### config.mk
export PLATFORM = sky130hd
export DESIGN_NAME = mbar_seq
export DESIGN_NICKNAME = d
export VERILOG_FILES = /design/src/rtl/mbar_seq.sv
export SDC_FILE = /design/constraint.sdc
export NUM_CORES = 1
export LEC_CHECK = 0
export ABC_CLOCK_PERIOD_IN_PS = 1750
export BUFFER_PORTS_ARGS = -buffer_cell sky130_fd_sc_hd__buf_2
export CAP_MARGIN = 20
export CORE_AREA = 4 4 41 43
export DETAILED_ROUTE_END_ITERATION = 12
export DIE_AREA = 0 0 45 47
export PLACE_DENSITY = 0.55
export SKIP_LAST_GASP = 1
export SYNTH_ARGS = -nofsm -noshare
export SYNTH_HDL_FRONTEND = slang
export SYNTH_SLANG_ARGS = --single-unit
### constraint.sdc
create_clock -name clk -period 1.75 [get_ports clk]
set_clock_uncertainty 0.05 [all_clocks]
set_input_delay 0.35 -clock clk [delete_from_list [all_inputs] [get_ports clk]]
set_output_delay 0.35 -clock clk [all_outputs]
set_load 0.05 [all_outputs]
### src/rtl/mbar_seq.sv
module mbar_seq #(
  parameter int CNT_W = 4
) (
  input  logic             clk,
  input  logic             rst_n,
  input  logic             bar_req,
  input  logic             bus_mode_en,
  input  logic             iq_empty,
  input  logic             flush_ack,
  input  logic [CNT_W-1:0] ev_cnt,
  input  logic             maf_dref,
  input  logic             sq_empty,
  input  logic             lq_empty,
  input  logic             iowb_empty,
  input  logic             pq_empty,
  input  logic             pq_resp,
  input  logic             bus_bar_ack,
  output logic             stall,
  output logic             flush_req,
  output logic             pq_mark,
  output logic             bus_bar_go,
  output logic             bar_done
);

  typedef enum logic [2:0] {
    S_IDLE, S_IQ, S_FLUSH, S_TAG, S_DRAIN, S_BGO, S_BWAIT
  } st_t;

  st_t  st, st_nx;
  logic resp_got;
  logic tag_now, drained, resp_ok;

  assign tag_now    = (st == S_TAG) && (ev_cnt == '0);
  assign drained    = !maf_dref && sq_empty && lq_empty && iowb_empty;
  assign resp_ok    = resp_got || pq_resp;

  assign stall      = (st != S_IDLE);
  assign flush_req  = (st == S_FLUSH);
  assign pq_mark    = tag_now && !pq_empty;
  assign bus_bar_go = (st == S_BGO);
  assign bar_done   = ((st == S_DRAIN) && drained && resp_ok) ||
                      ((st == S_BWAIT) && bus_bar_ack);

  always_comb begin
    st_nx = st;
    unique case (st)
      S_IDLE:  if (bar_req) st_nx = bus_mode_en ? S_BGO : S_IQ;
      S_IQ:    if (iq_empty) st_nx = S_FLUSH;
      S_FLUSH: if (flush_ack) st_nx = S_TAG;
      S_TAG:   if (tag_now) st_nx = S_DRAIN;
      S_DRAIN: if (bar_done) st_nx = S_IDLE;
      S_BGO:   st_nx = S_BWAIT;
      S_BWAIT: if (bus_bar_ack) st_nx = S_IDLE;
      default: st_nx = S_IDLE;
    endcase
  end

  always_ff @(posedge clk) begin
    if (!rst_n) begin
      st       <= S_IDLE;
      resp_got <= 1'b0;
    end else begin
      st <= st_nx;
      if (tag_now)
        resp_got <= pq_empty;
      else if (st == S_DRAIN && pq_resp)
        resp_got <= 1'b1;
      else if (st == S_IDLE)
        resp_got <= 1'b0;
    end
  end

endmodule

==> summary.md <==
| Metric | Value |
|---|---|
| Drt first-iter violations | 2 |
| Slowest cell on the critical path | dfxtp_1 |
| Yosys cell types | 25 |
| Cell row count | 13 |
| DRT Pass-1 Iters | 4 |
| Post-Synthesis Net Count | 63 |
| Slew Limit Headroom | 79.50% |
| Final worst-path cycle share | 95.34% |
| Max Slew Vio Count | 0 |
| Final Hold Fails | 0 |
| Pwr per Cell Area | 930.7 mW/mm^2 |
| Top cells by area, synth | dfxtp_1 23%, nor2b_1 7.1%, nor2_1 6.4%, nor4_4 6.0%, o21ai_1 5.7% |
| Share of the synthesized area in the top cell type | 22.61% |
| Seq cells post-synth | 4 |
| CTS Hold Bufs | 0 |
| Area leader, netlist | dfxtp_1 |
| Setup Crit Path Kind | flop to output pin |
| Int Power | 0.0002922 W |
| CTS Buffer Depth | 2 |
| Post-DP HPWL | 855.5 um |
| Placed Area | 508.0 um^2 |
| Gate power share | 48.9% |
| Top cells by count, synth | 6 x nor2_1, 4 x dfxtp_1, 4 x nor2b_1, 4 x o21ai_1 |
| Mapped cell area | 354.1 um^2 |
| Synth-to-layout area growth | 53.71% |
| Residual DRC count | 0 |
| Seq/Total Area, Yosys | 22.61% |
| RSZ-0062 raised after global routing | true |
| Boundary Pins | 22 |
| Drt via density | 4.908 |
| Net load switching power | 0.0002143 W |
| HP Class | primary input to flop |
| First-pass GRT wire length | 1524 um |
| Antenna Violating Nets Remaining | 0 |
| Via count | 427 |
| Mapped Avg Cell Area | 7.698 um^2 |
| Tightest Pin Transition | 0.3075 ns |
| Yosys warnings | 0 |
| Required @ worst endpoint | 1.35 ns |
| FF-to-FF setup slack | 0.39 ns |
| CTS tree | built |
| Die Area | 0.002115 mm^2 |
| Final setup fails | 0 |
| Design area | 544.3 um^2 |
| Final global-route overflow total | 0 |
| Sequential share of power | 27.4% |
| Worst skew pair latency | 0.24 ns |
| Gr usage total | 9.802% |
| Hold slack final | 0.3297 ns |
| Largest stage delay, worst path | 0.36 ns |
| Core Util, Final | 41.83% |
| Predominant post-synthesis flop cell | dfxtp_1 |
| Share of layout cells above drive strength 1 | 52.78% |
| Wire per inst | 11.68 um |
| Min Tclk post-route | 1.668 ns |
| Cell with the most instances after synthesis | nor2_1 |
| Clock Tree Root | clkbuf_4 |
| FF-to-FF path depth | 5 |
| H-tree depth | 1 |
| Switching share of total power | 42.31% |
| Drt total wl | 1016 um |
| Mapped Cells | 46 |
| Total chip power | 0.0005066 W |
| CP Cell Sequence | nand2b_4 -> nor4b_2 -> buf_4 |
| Fmax | 0.5994 GHz |
| Sink Count | 4 |
| Cts bufs inserted | 3 |
| Postcts setup bufs | 0 |
| Leakage | 0.2504 nW |
| Crit path DAT | 1.27 ns |
| Hold depth | 2 |
| Initial core utilization | 27.21% |
| Pin count of the biggest net entering global routing | 10 |
| Status | finished clean |
| Clk slew on worst S/H paths | 0.04 ns |
| PortBufs | 21 |
| Clock network fraction of design power | 23.7% |
| Max-Cap Viols | 0 |
| Number of synthesized flops with an enable pin | 0 |
| Nets | 91 |
| Number of global-route vias before repair | 384 |
| Die Height | 47 um |
| Async S/R FF share, synth | 0% |
| Highest net fanout along the worst path | 7 |
| Initial antenna violation count | 0 |
| CORE AREA | 0.001301 mm^2 |
| RD Place Congestion | 0.8084 |
| CP startpoint kind | flop |
| Ant diodes | 0 |
| Crit end category | output pin |
| Die X | 45 um |
| Maximum vdd drop | 0.5023 mV |
==> power by group through the flow <==
stage / sequential [W] / combinational (W) / clock [W]
after floorplan: 0.000121 / 0.000186 / 0
after global placement: 0.000137 / 0.000243 / 0
after detailed placement: 0.000136 / 0.000245 / 0
after CTS: 0.000136 / 0.000245 / 0.000124
after global routing: 0.000143 / 0.000269 / 0.000128
final: 0.000139 / 0.000248 / 0.000120
==> cell usage in the layout, fill, tap and decap left out, drive strengths merged <==
cell     synthesis  routed
a32o             1       1
a32oi            1       1
o311ai           1       1
dfxtp            4       4
a21oi            2       2
nor2b            4       4
nand2            2       2
nand3            2       2
a221oi           1       1
a2111oi          1       1
o21ai            4       4
buf              3      25
and3             1       1
nor4b            1       1
a31oi            2       2
clkbuf           0       4
inv              3       3
nor3             2       2
mux2i            1       1
and4b            1       1
nor2             6       6
nor4             1       1
nand2b           1       1
nand4b           1       1
==> state kept, by name, indices dropped and copies added, names as in the netlist <==
signal / cells
resp_got: 1
st: 3
==> cell type report <==
| cell class | count | area (um^2) |
|---|---|---|
| multi-input cells | 36 | 262.8 |
| fillers | 148 | 757.0 |
| well taps | 15 | 18.77 |
| flip-flops and latches | 4 | 81.33 |
| inverters | 3 | 11.26 |
| repair buffers | 26 | 147.6 |
| clock buffers | 3 | 22.52 |
==> worst max-delay path, delay by kind of cell (launching register included) <==
family	cells	cell delay (ns)
AND/OR/NAND/NOR	2	0.43
buffers and inverters	1	0.24
flip-flops	1	0.36
==> final timing paths <==
path                                end                   from
setup reg to reg     st[2]$_SDFFE_PN0P_     st[2]$_SDFFE_PN0P_
setup / recovery                pq_mark     st[2]$_SDFFE_PN0P_
hold reg to reg   resp_got$_SDFFE_PN0P_  resp_got$_SDFFE_PN0P_
hold / removal       st[2]$_SDFFE_PN0P_                  rst_n
==> per-layer routing <==
metal | wire [um] | share of wire [%] | GRT usage, %
met1 | 437 | 43 | 12.30
met2 | 459 | 45 | 16.10
met3 | 98 | 9.6 | 1.533
met4 | 21 | 2.1 | 5.263
met5 | 0 | 0 | 0
==> cells by family after synthesis <==
kind of cell / count (synthesis) / share of synthesized area [%]
AND/OR/NAND/NOR: 22 / 38.52
flip-flops: 4 / 22.62
buffers and inverters: 6 / 9.187
multiplexers: 1 / 2.827
AO/OA/AOI/OAI: 13 / 26.85
==> repair_timing <==
item,4_1_cts,5_1_grt
resized for setup,2,2
pin swaps,0,0
endpoints found under the setup margin,1,2
==> through the flow <==
step	cells	worst slack [ns]	setup TNS [ns]
after detailed placement	84	0.04222	0
after global routing	87	-0.008629	-0.01036
after CTS	87	0.01150	0
final	87	0.08162	0
after global placement	84	0.08938	0
after floorplan	46	-0.2472	-0.2472
(Power assumes the default switching activity.)
